`src/rtl/fpst_pkg.sv`:
```
package fpst_pkg;

    localparam int WORD_W           = 16;
    localparam int REG_W            = 80;
    localparam int WORDS_PER_REG    = REG_W / WORD_W;
    localparam int ENV_WORDS_NARROW = 7;
    localparam int ENV_WORDS_WIDE   = 14;

    localparam logic [15:0] CTRL_INIT = 16'h037F;
    localparam logic [15:0] STAT_INIT = 16'h0000;
    localparam logic [15:0] TAG_INIT  = 16'hFFFF;

    typedef struct packed {
        logic [15:0] ctrl;
        logic [15:0] stat;
        logic [15:0] tag;
        logic [31:0] ip;
        logic [31:0] dp;
        logic [15:0] op;
    } fenv_t;

    typedef enum logic [2:0] {
        FLT_NONE = 3'd0,
        FLT_DNA  = 3'd1,
        FLT_UD   = 3'd2,
        FLT_MATH = 3'd3,
        FLT_MEM  = 3'd4
    } fault_e;

    typedef enum logic [1:0] {
        SQ_IDLE,
        SQ_DRAIN,
        SQ_WRITE,
        SQ_DONE
    } sq_state_e;

    function automatic fenv_t env_defaults();
        fenv_t e;
        e.ctrl = CTRL_INIT;
        e.stat = STAT_INIT;
        e.tag  = TAG_INIT;
        e.ip   = '0;
        e.dp   = '0;
        e.op   = '0;
        return e;
    endfunction

    function automatic logic pending_unmasked(input fenv_t e);
        return |(e.stat[5:0] & ~e.ctrl[5:0]);
    endfunction

    function automatic logic [15:0] env_word(input fenv_t e, input logic wide,
                                             input logic [3:0] i);
        logic [15:0] w;
        w = '0;
        if (!wide) begin
            case (i)
                4'd0: w = e.ctrl;
                4'd1: w = e.stat;
                4'd2: w = e.tag;
                4'd3: w = e.ip[15:0];
                4'd4: w = e.op;
                4'd5: w = e.dp[15:0];
                4'd6: w = {e.dp[23:16], e.ip[23:16]};
                default: w = '0;
            endcase
        end else begin
            case (i)
                4'd0:  w = e.ctrl;
                4'd2:  w = e.stat;
                4'd4:  w = e.tag;
                4'd6:  w = e.ip[15:0];
                4'd7:  w = e.ip[31:16];
                4'd8:  w = e.op;
                4'd10: w = e.dp[15:0];
                4'd11: w = e.dp[31:16];
                default: w = '0;
            endcase
        end
        return w;
    endfunction

endpackage

```
`src/rtl/fpst_env_regs.sv`:
```
module fpst_env_regs
    import fpst_pkg::*;
(
    input  logic  clk_i,
    input  logic  rst_i,
    input  logic  upd_i,
    input  fenv_t upd_env_i,
    input  logic  init_i,
    output fenv_t env_o
);

    fenv_t env_q;

    always_ff @(posedge clk_i) begin
        if (rst_i || init_i) begin
            env_q <= env_defaults();
        end else if (upd_i) begin
            env_q <= upd_env_i;
        end
    end

    assign env_o = env_q;

    // the cycle after a commit, all fields read their init constants
    a_r4_init_values: assert property (@(posedge clk_i) disable iff (rst_i)
        init_i |=> (env_o.ctrl == 16'h037F && env_o.stat == 16'h0 &&
                    env_o.tag == 16'hFFFF && env_o.ip == 32'h0 &&
                    env_o.dp == 32'h0 && env_o.op == 16'h0));

    // without a load or commit the registers keep their contents
    a_r11_hold: assert property (@(posedge clk_i) disable iff (rst_i)
        (!init_i && !upd_i) |=> $stable(env_o));

endmodule

```
`src/rtl/fpst_image_src.sv`:
```
module fpst_image_src
    import fpst_pkg::*;
#(
    parameter int N_ST  = 8,
    parameter int IDX_W = 6
) (
    input  logic                  clk_i,
    input  logic                  capture_i,
    input  fenv_t                 env_i,
    input  logic [N_ST*REG_W-1:0] stack_i,
    input  logic                  wide_i,
    input  logic [IDX_W-1:0]      idx_i,
    output logic [WORD_W-1:0]     word_o,
    output logic                  last_o
);

    localparam int ST_WORDS = N_ST * WORDS_PER_REG;
    localparam int REL_W    = $clog2(ST_WORDS);

    fenv_t                 env_snap;
    logic [N_ST*REG_W-1:0] stk_snap;
    logic [WORD_W-1:0]     stk_words [ST_WORDS];
    logic [IDX_W-1:0]      env_n;
    logic [IDX_W-1:0]      rel;
    logic [REL_W-1:0]      rel_s;

    always_ff @(posedge clk_i) begin
        if (capture_i) begin
            env_snap <= env_i;
            stk_snap <= stack_i;
        end
    end

    // Word g of the stack area is bit slice 16g of the packed register file
    for (genvar g = 0; g < ST_WORDS; g++) begin : g_stk_word
        assign stk_words[g] = stk_snap[g*WORD_W +: WORD_W];
    end

    always_comb begin
        env_n  = wide_i ? IDX_W'(ENV_WORDS_WIDE) : IDX_W'(ENV_WORDS_NARROW);
        rel    = idx_i - env_n;
        rel_s  = rel[REL_W-1:0];
        last_o = (idx_i == env_n + IDX_W'(ST_WORDS - 1));
        if (idx_i < env_n) begin
            word_o = env_word(env_snap, wide_i, idx_i[3:0]);
        end else if (rel < IDX_W'(ST_WORDS)) begin
            word_o = stk_words[rel_s];
        end else begin
            word_o = '0;
        end
    end

endmodule

```
`src/rtl/fpst_seq_ctl.sv`:
```
module fpst_seq_ctl
    import fpst_pkg::*;
#(
    parameter int ADDR_W = 32,
    parameter int IDX_W  = 6
) (
    input  logic              clk_i,
    input  logic              rst_i,
    input  logic              cmd_i,
    input  logic              wait_i,
    input  logic              lock_i,
    input  logic              wide_i,
    input  logic [ADDR_W-1:0] base_i,
    input  logic              em_i,
    input  logic              ts_i,
    input  logic              arith_busy_i,
    input  logic              pending_i,
    input  logic              mem_ready_i,
    input  logic              mem_fault_i,
    input  logic              last_i,
    output logic              upd_ok_o,
    output logic              capture_o,
    output logic              wide_o,
    output logic [IDX_W-1:0]  idx_o,
    output logic              mem_valid_o,
    output logic [ADDR_W-1:0] mem_addr_o,
    output logic              init_o,
    output logic              done_o,
    output logic              fault_o,
    output fault_e            fault_code_o
);

    sq_state_e         state_q;
    logic              wait_q;
    logic              wide_q;
    logic [ADDR_W-1:0] base_q;
    logic [IDX_W-1:0]  idx_q;
    logic              fault_q;
    fault_e            code_q;

    always_comb begin
        upd_ok_o    = (state_q == SQ_IDLE) || (state_q == SQ_DRAIN);
        capture_o   = (state_q == SQ_DRAIN) && !arith_busy_i && !(wait_q && pending_i);
        mem_valid_o = (state_q == SQ_WRITE);
        init_o      = mem_valid_o && mem_ready_i && !mem_fault_i && last_i;
        done_o      = (state_q == SQ_DONE);
        mem_addr_o  = base_q + ADDR_W'({idx_q, 1'b0});
    end

    assign wide_o       = wide_q;
    assign idx_o        = idx_q;
    assign fault_o      = fault_q;
    assign fault_code_o = code_q;

    always_ff @(posedge clk_i) begin
        if (rst_i) begin
            state_q <= SQ_IDLE;
            wait_q  <= 1'b0;
            wide_q  <= 1'b0;
            base_q  <= '0;
            idx_q   <= '0;
            fault_q <= 1'b0;
            code_q  <= FLT_NONE;
        end else begin
            fault_q <= 1'b0;
            code_q  <= FLT_NONE;
            case (state_q)
                SQ_IDLE: begin
                    if (cmd_i) begin
                        wait_q <= wait_i;
                        wide_q <= wide_i;
                        base_q <= base_i;
                        if (lock_i) begin
                            fault_q <= 1'b1;
                            code_q  <= FLT_UD;
                        end else if (em_i || ts_i) begin
                            fault_q <= 1'b1;
                            code_q  <= FLT_DNA;
                        end else begin
                            state_q <= SQ_DRAIN;
                        end
                    end
                end
                SQ_DRAIN: begin
                    if (!arith_busy_i) begin
                        if (wait_q && pending_i) begin
                            fault_q <= 1'b1;
                            code_q  <= FLT_MATH;
                            state_q <= SQ_IDLE;
                        end else begin
                            idx_q   <= '0;
                            state_q <= SQ_WRITE;
                        end
                    end
                end
                SQ_WRITE: begin
                    if (mem_fault_i) begin
                        fault_q <= 1'b1;
                        code_q  <= FLT_MEM;
                        state_q <= SQ_IDLE;
                    end else if (mem_ready_i) begin
                        if (last_i) begin
                            state_q <= SQ_DONE;
                        end else begin
                            idx_q <= idx_q + 1'b1;
                        end
                    end
                end
                default: state_q <= SQ_IDLE;
            endcase
        end
    end

    // accepted non-final word advances the address by one word
    a_r3_addr_step: assert property (@(posedge clk_i) disable iff (rst_i)
        (mem_valid_o && mem_ready_i && !mem_fault_i && !last_i) |=>
        (mem_valid_o && mem_addr_o == $past(mem_addr_o) + ADDR_W'(2)));

    // a stalled word keeps its address
    a_r3_hold: assert property (@(posedge clk_i) disable iff (rst_i)
        (mem_valid_o && !mem_ready_i && !mem_fault_i) |=>
        (mem_valid_o && $stable(mem_addr_o)));

    // done lasts one cycle
    a_r4_done_pulse: assert property (@(posedge clk_i) disable iff (rst_i)
        done_o |=> !done_o);

    // control-bit stop writes nothing
    a_r7_no_write: assert property (@(posedge clk_i) disable iff (rst_i)
        (state_q == SQ_IDLE && cmd_i && !lock_i && (em_i || ts_i)) |=>
        (fault_o && !mem_valid_o));

    // nothing goes out while the pipeline is busy
    a_r9_drain: assert property (@(posedge clk_i) disable iff (rst_i)
        (state_q == SQ_DRAIN && arith_busy_i) |=> !mem_valid_o);

    // a faulted write never leads to done
    a_r10_abort: assert property (@(posedge clk_i) disable iff (rst_i)
        (mem_valid_o && mem_fault_i) |=>
        (!done_o && fault_o && fault_code_o == FLT_MEM));

    // fault is a single-cycle pulse, outputs mutually exclusive
    a_r12_fault_pulse: assert property (@(posedge clk_i) disable iff (rst_i)
        fault_o |=> !fault_o);
    a_r12_exclusive: assert property (@(posedge clk_i) disable iff (rst_i)
        $onehot0({done_o, fault_o, mem_valid_o}));

endmodule

```
`src/rtl/fpst_dump_seq.sv`:
```
module fpst_dump_seq
    import fpst_pkg::*;
#(
    parameter int ADDR_W = 32,
    parameter int N_ST   = 8
) (
    input  logic                  clk_i,
    input  logic                  rst_i,
    input  logic                  env_upd_i,
    input  logic [15:0]           env_ctrl_i,
    input  logic [15:0]           env_stat_i,
    input  logic [15:0]           env_tag_i,
    input  logic [31:0]           env_ip_i,
    input  logic [31:0]           env_dp_i,
    input  logic [15:0]           env_op_i,
    output logic [15:0]           ctrl_o,
    output logic [15:0]           stat_o,
    output logic [15:0]           tag_o,
    output logic [31:0]           ip_o,
    output logic [31:0]           dp_o,
    output logic [15:0]           op_o,
    input  logic [N_ST*80-1:0]    stack_i,
    input  logic                  arith_busy_i,
    input  logic                  save_req_i,
    input  logic                  save_wait_i,
    input  logic                  save_lock_i,
    input  logic                  save_wide_i,
    input  logic [ADDR_W-1:0]     save_base_i,
    input  logic                  cr_emul_i,
    input  logic                  cr_tswitch_i,
    output logic                  mem_valid_o,
    input  logic                  mem_ready_i,
    output logic [ADDR_W-1:0]     mem_addr_o,
    output logic [15:0]           mem_data_o,
    input  logic                  mem_fault_i,
    output logic                  done_o,
    output logic                  fault_o,
    output logic [2:0]            fault_code_o
);

    localparam int MAX_WORDS = ENV_WORDS_WIDE + N_ST * WORDS_PER_REG;
    localparam int IDX_W     = $clog2(MAX_WORDS + 1);

    fenv_t            env_in;
    fenv_t            env_cur;
    logic             upd_ok;
    logic             capture;
    logic             wide_l;
    logic [IDX_W-1:0] idx;
    logic             last;
    logic             init;
    fault_e           code;

    always_comb begin
        env_in.ctrl = env_ctrl_i;
        env_in.stat = env_stat_i;
        env_in.tag  = env_tag_i;
        env_in.ip   = env_ip_i;
        env_in.dp   = env_dp_i;
        env_in.op   = env_op_i;
    end

    fpst_env_regs u_env (
        .clk_i     (clk_i),
        .rst_i     (rst_i),
        .upd_i     (env_upd_i && upd_ok),
        .upd_env_i (env_in),
        .init_i    (init),
        .env_o     (env_cur)
    );

    fpst_seq_ctl #(.ADDR_W(ADDR_W), .IDX_W(IDX_W)) u_ctl (
        .clk_i        (clk_i),
        .rst_i        (rst_i),
        .cmd_i        (save_req_i),
        .wait_i       (save_wait_i),
        .lock_i       (save_lock_i),
        .wide_i       (save_wide_i),
        .base_i       (save_base_i),
        .em_i         (cr_emul_i),
        .ts_i         (cr_tswitch_i),
        .arith_busy_i (arith_busy_i),
        .pending_i    (pending_unmasked(env_cur)),
        .mem_ready_i  (mem_ready_i),
        .mem_fault_i  (mem_fault_i),
        .last_i       (last),
        .upd_ok_o     (upd_ok),
        .capture_o    (capture),
        .wide_o       (wide_l),
        .idx_o        (idx),
        .mem_valid_o  (mem_valid_o),
        .mem_addr_o   (mem_addr_o),
        .init_o       (init),
        .done_o       (done_o),
        .fault_o      (fault_o),
        .fault_code_o (code)
    );

    fpst_image_src #(.N_ST(N_ST), .IDX_W(IDX_W)) u_img (
        .clk_i     (clk_i),
        .capture_i (capture),
        .env_i     (env_cur),
        .stack_i   (stack_i),
        .wide_i    (wide_l),
        .idx_i     (idx),
        .word_o    (mem_data_o),
        .last_o    (last)
    );

    assign ctrl_o       = env_cur.ctrl;
    assign stat_o       = env_cur.stat;
    assign tag_o        = env_cur.tag;
    assign ip_o         = env_cur.ip;
    assign dp_o         = env_cur.dp;
    assign op_o         = env_cur.op;
    assign fault_code_o = code;

    // completion leaves the condition bits clear
    a_r5_cond_clear: assert property (@(posedge clk_i) disable iff (rst_i)
        done_o |-> (stat_o[14] == 1'b0 && stat_o[10:8] == 3'b000));

endmodule

```
`config.mk`:
```
export PLATFORM = sky130hd
export DESIGN_NAME = fpst_dump_seq
export DESIGN_NICKNAME = d
export VERILOG_FILES = /design/src/rtl/fpst_pkg.sv /design/src/rtl/fpst_env_regs.sv /design/src/rtl/fpst_image_src.sv /design/src/rtl/fpst_seq_ctl.sv /design/src/rtl/fpst_dump_seq.sv
export SDC_FILE = /design/constraint.sdc
export NUM_CORES = 1
export LEC_CHECK = 0
export CORE_AREA = 10 10 376 378
export DETAILED_ROUTE_END_ITERATION = 16
export DIE_AREA = 0 0 386 388
export DONT_BUFFER_PORTS = 1
export PLACE_DENSITY = 0.42
export SLEW_MARGIN = 20
export SYNTH_ARGS = -nofsm -noshare
export SYNTH_HDL_FRONTEND = slang
export SYNTH_SLANG_ARGS = --single-unit
```
`constraint.sdc`:
```
create_clock -name clk_i -period 25 [get_ports clk_i]
set_input_delay 3.75 -clock clk_i [delete_from_list [all_inputs] [get_ports clk_i]]
set_output_delay 3.75 -clock clk_i [all_outputs]
set_load 0.01 [all_outputs]
```
* Yosys cells after proc, flatten, opt, wreduce, memory -nomap -nowiden
Cells that the tools add are included.
Cells by class: reduce and logical (&&, ||, !) cells 20, muxes and demuxes 38, equal/unequal tests 24, $add $sub $neg 4, order comparisons 3, bitwise operators 3
Operators with widths (count):
- case mux 16 bit (8 select lines) | 1
- case mux 16 bit (7 select lines) | 1
- binary-select mux 16 bit (select 6 bit) | 1
- 2-to-1 mux 16 bit | 5
- adder 32 x 7 -> 32 bit | 1
- 2-to-1 mux 6 bit | 5
- 2-to-1 mux 2 bit | 9
- == test 4 x 3 -> 1 bit (second input constant) | 4
- != test 2 bit (second input constant) | 7
- == test 4 bit (second input constant) | 3
- 2-to-1 mux 3 bit | 4
- case mux 6 bit (2 select lines) | 1
- AND reduction 6 bit | 2
- case mux 3 bit (3 select lines) | 1
- == test 4 x 2 -> 1 bit (second input constant) | 2
- greater-or-equal comparator 7 bit (second input constant) | 1
- logical AND 1 bit | 7
- 2-to-1 mux 1 bit | 7
- inverter 6 -> 7 bit | 1
- adder 6 x 1 -> 6 bit (second input constant) | 1
- adder 6 bit (second input constant) | 1
- bitwise AND 6 bit | 1
- == test 6 bit | 1
- less-than comparator 6 bit | 1
- other kinds (18) | 24
Word-level totals: logic and storage cells 112, output and inout bits 182, flip-flop bits (word level) 942

* Logic depth before layout (Yosys ltp)
depth in word-level cells 8, gate-level depth with buffers 13, mapped depth without buffers 10

* Modules after synthesis
Synthesis repeated with hierarchy kept, for this count alone.
Unflattened totals: cells, all modules 2288, area, all modules 38052.7 µm²
By module, submodules not included:
- fpst_image_src | sequential area each 23062.1 µm², area each 30878.4 µm², cells each 1537, instances 1
- fpst_env_regs | sequential area each 2562.5 µm², area each 4580.6 µm², cells each 414, instances 1
- fpst_seq_ctl | sequential area each 920.9 µm², area each 2539.9 µm², cells each 326, instances 1
- fpst_dump_seq | sequential area each 0.0 µm², area each 53.8 µm², cells each 11, instances 1

* Worst setup path before layout
OpenSTA, ideal clock, no wires.
path kind input port to flip-flop, start point input port arith_busy_i, end point register u_ctl.idx_q[0], in the netlist u_ctl.idx_o[0], library setup time 121 ps, slack 1551 ps, stages on the path 5, buffers on the path 1, required time 24879 ps, arrival time 23328 ps, cell sequence nor3b_1 > and2_1 > or2_2 > clkbuf_1 > nor2_1
On the way: word-level cells in the longest chain between the ends 2
RTL lines:
- start: declaration | RTL line fpst_dump_seq.sv:23 | input logic arith_busy_i,
- != test 2 bit (no line)
- AND reduction 6 bit (no line)
- end signal: assignment | RTL line fpst_seq_ctl.sv:105 | idx_q <= idx_q + 1'b1;
- end: declaration | RTL line fpst_seq_ctl.sv:37 | logic [IDX_W-1:0] idx_q;
No other way between the ends. A chain may end at the register's enable or synchronous reset.

* Final worst setup path
start point register u_ctl.idx_q[0], in the netlist u_ctl.idx_o[0], end point output port mem_data_o[13]
On the way: word-level cells in the longest chain between the ends 7, elaborated cells on any way between the ends 23, those cells by class add/sub (1); order compare (2); eq/ne (10); mux (8); bitwise (1); reduce/logical (1)
RTL lines:
- subtractor 6 bit | RTL line fpst_image_src.sv:41 | rel = idx_i - env_n;
- inverter 6 -> 7 bit (implied by the code) | RTL line fpst_image_src.sv:47 | word_o = stk_words[rel_s];
- binary-select mux 16 bit (select 6 bit) | RTL line fpst_image_src.sv:47
- 2-to-1 mux 16 bit (implied by the code) (2 in series) | RTL line fpst_image_src.sv:47
- 2-to-1 mux 16 bit | RTL line fpst_image_src.sv:46 | end else if (rel < IDX_W'(ST_WORDS)) begin
- 2-to-1 mux 16 bit * | RTL line fpst_image_src.sv:44 | if (idx_i < env_n) begin
- end: declaration | RTL line fpst_dump_seq.sv:34 | output logic [15:0] mem_data_o,
Mark *: on every way between the ends. The rest lies on a longest branch, timed or not. The select of a mux whose other input is x is not followed.

==> impl_metrics.env <==
export IMPL_clk_pin_slew_ns=0.06
export IMPL_ant_nets=0
export IMPL_cts_sinks=942
export IMPL_die_y_um=388
export IMPL_firstDrtPassIters=5
export IMPL_ys_seq_area_share_pct=71.2
export IMPL_status="completed"
export IMPL_wl_per_cell_um=35.0
export IMPL_dr_total_vias=22300
export IMPL_io_pins=994
export IMPL_synthTopCellsByCount="edfxtp_1, nand2_1, a21oi_1"
export IMPL_setup_tns_ns=0
export IMPL_first_global_vias=22400
export IMPL_antenna_found_initial=142
export IMPL_fin_crit_ns=9.84
export IMPL_dp_hpwl_um=115000
export IMPL_nFillCells=13000
export IMPL_netlist_instances=2405
export IMPL_post_cts_buffers=0
export IMPL_ir_worst_vdd_v=0.0000541
export IMPL_avgSynthCellArea_um2=15.5
export IMPL_place_gp_congestion=0.883
export IMPL_power_leakage_nw=13.5
export IMPL_die_area_um2=150000
export IMPL_slew_violations=0
export IMPL_final_layout_size_suffix_gt1_share_pct=16.4
export IMPL_cts_buffers=105
export IMPL_core_area_um2=133000
export IMPL_h_tree_depth=3
export IMPL_drc_errors=0
export IMPL_clock_latency_ns=0.73
export IMPL_cts_hold_buf=0
export IMPL_syn_to_final_growth_pct=15.2
export IMPL_clock_path_buffers=3
export IMPL_grtUsageMet2_pct=34.1
export IMPL_fmax_mhz=102
export IMPL_min_path_type="reg2reg"
export IMPL_place_ws_ns=15.64
export IMPL_finalCritPeriodShare_pct=39.3
export IMPL_synthFlopType="edfxtp_1"
export IMPL_met1_usage_pct=20.9
export IMPL_yosysMostFrequentCell="edfxtp_1"
export IMPL_tritoncts="done"
export IMPL_synth_top_cell_area_share_pct=61.9
export IMPL_synth_fp_nets=3231
export IMPL_grt_use_total_pct=19.2
export IMPL_whs_ns=0.455
export IMPL_grt_max_degree=151
export IMPL_dr_first_iter_drc_count=2066
export IMPL_root_buffer="clkbuf_16"
export IMPL_synth_cell_types=74
export IMPL_relSlewSlack_pct=25.7
export IMPL_use_met3_pct=7.90
export IMPL_fp_dieW_um=386
export IMPL_routed_wl_um=150000
export IMPL_synth_seq_cells=942
export IMPL_syn_cell_area_um2=37300
export IMPL_grt_busiest_layer="met2"
export IMPL_setup_violations=0
export IMPL_via_per_inst=5.20
export IMPL_synth_area_leaders="edfxtp_1, mux4_2, dfxtp_1"
export IMPL_crit_fanout=44
export IMPL_cp_required_ns=21.25
export IMPL_async_reset_ff_share_pct=0
export IMPL_worstPathArrival_ns=6.09
export IMPL_start_util_pct=28.0
export IMPL_worstMarginPinSlew_ns=1.11
export IMPL_grt_setup_unrepaired="false"
export IMPL_num_rows=134
export IMPL_grt_overflow=0
export IMPL_layout_setup_ws_ns=15.16
export IMPL_maxCapViolCount=0
export IMPL_total_power_mw=3.50
export IMPL_synth_edf_count=768
export IMPL_synth_top_cell_by_area="edfxtp_1"
export IMPL_startpoint_type="flip-flop"
export IMPL_fin_nets=3229
export IMPL_cts_repair_resized=0
export IMPL_synth_warning_count=0
export IMPL_grt_pass1_wl_um=199000
export IMPL_final_core_util_pct=32.2
export IMPL_endpoint_kind="primary output"
export IMPL_clock_skew_ns=0.0332
export IMPL_portBuffers=0
export IMPL_p_per_area_nw_per_um2=81.6
export IMPL_hold_viol=0
export IMPL_critical_path_class="reg2out"
-- power breakdown --
part           internal, mW  leakage, nW  total (mW)  switching [mW]
sequential             1.73         8.31        1.76          0.0387
combinational        0.0613         3.51       0.151          0.0894
clock                 0.926         1.72        1.59           0.663
total                  2.71         13.5        3.50           0.791
-- registers in the layout (all words and copies together) (netlist names) --
| name | flops |
|---|---|
| u_ctl.fault_code_o | 3 |
| u_ctl.state_q | 2 |
| u_ctl.fault_o | 1 |
| u_env.env_o | 128 |
| u_ctl.wide_o | 1 |
| u_ctl.wait_q | 1 |
| u_ctl.idx_o | 6 |
| u_img.stk_snap | 640 |
| u_img.env_snap | 128 |
| u_ctl.base_q | 32 |
-- final timing paths --
kind	start	slack, ns	cells past startpoint	end
setup / recovery	u_ctl.idx_o[0]$_SDFFE_PP0P_	15.16	12	mem_data_o[13]
hold reg to reg	u_ctl.base_q[3]$_SDFFE_PP0P_	0.45	2	u_ctl.base_q[3]$_SDFFE_PP0P_
setup reg to reg	u_env.env_o[116]$_SDFFE_PP1P_	19.49	7	u_img.stk_snap[440]$_DFFE_PP_
hold / removal	u_ctl.base_q[3]$_SDFFE_PP0P_	0.45	2	u_ctl.base_q[3]$_SDFFE_PP0P_
-- metal layers --
metal  up-vias  wire (µm)
met5         -        763
met4       112       3850
met3       357      14800
met2      1173      77600
met1     11300      53400
li1       9344          -
-- metrics by stage --
stage / std cells / area [µm²]
4_1_cts: 4256 / 42900
6_report: 4292 / 42900
2_1_floorplan: 2405 / 37300
3_5_place_dp: 4064 / 39300
5_1_grt: 4276 / 42900
3_3_place_gp: 4064 / 39300
-- worst max-delay path, stage by stage (launching register included) --
cell	delay, ns
dfxtp_1	0.35
inv_1	0.21
ha_4	0.19
inv_1	0.07
ha_4	0.80
buf_4	0.68
buf_4	0.60
buf_4	0.62
mux4_2	0.40
nand2_1	0.08
nand3_1	0.10
a32oi_1	0.59
o221ai_1	0.43
-- layout by cell type (no fill, tap or decap), types with 20 or more instances in the layout --
cell / count
nand3_1: 79
diode_2: 36
nor2_1: 32
dfxtp_1: 172
a21oi_1: 194
inv_1: 20
a22oi_1: 40
o22ai_1: 26
nand2_1: 456
mux2i_1: 33
clkbuf_16: 108
edfxtp_1: 768
mux4_2: 166
buf_4: 39
-- cell type report --
cell class / count / area (µm²) / area share [%]
flip-flops and latches: 942 / 26500 / 61.8
multi-input cells: 1291 / 10100 / 23.6
clock buffers: 131 / 2850 / 6.63
well taps: 1768 / 2210 / 5.15
clock inverters: 61 / 702 / 1.63
repair buffers: 42 / 344 / 0.801
diodes: 36 / 90.1 / 0.210
inverters: 21 / 78.8 / 0.184
-- kinds of logic (layout without fill, tap and decap cells) --
logic type      after synthesis  after routing  share of synthesized area [%]
compound gates              377            377                           6.38
xor+xnor                     36             36                          0.927
fa+ha+maj                    14             14                          0.490
buf+inv                     172            255                           2.04
flops                       942            942                           71.2
mux                         210            210                           11.4
other cells                   0             36                              0
simple gates                654            654                           7.54
Power figures use the tool's default switching activity.
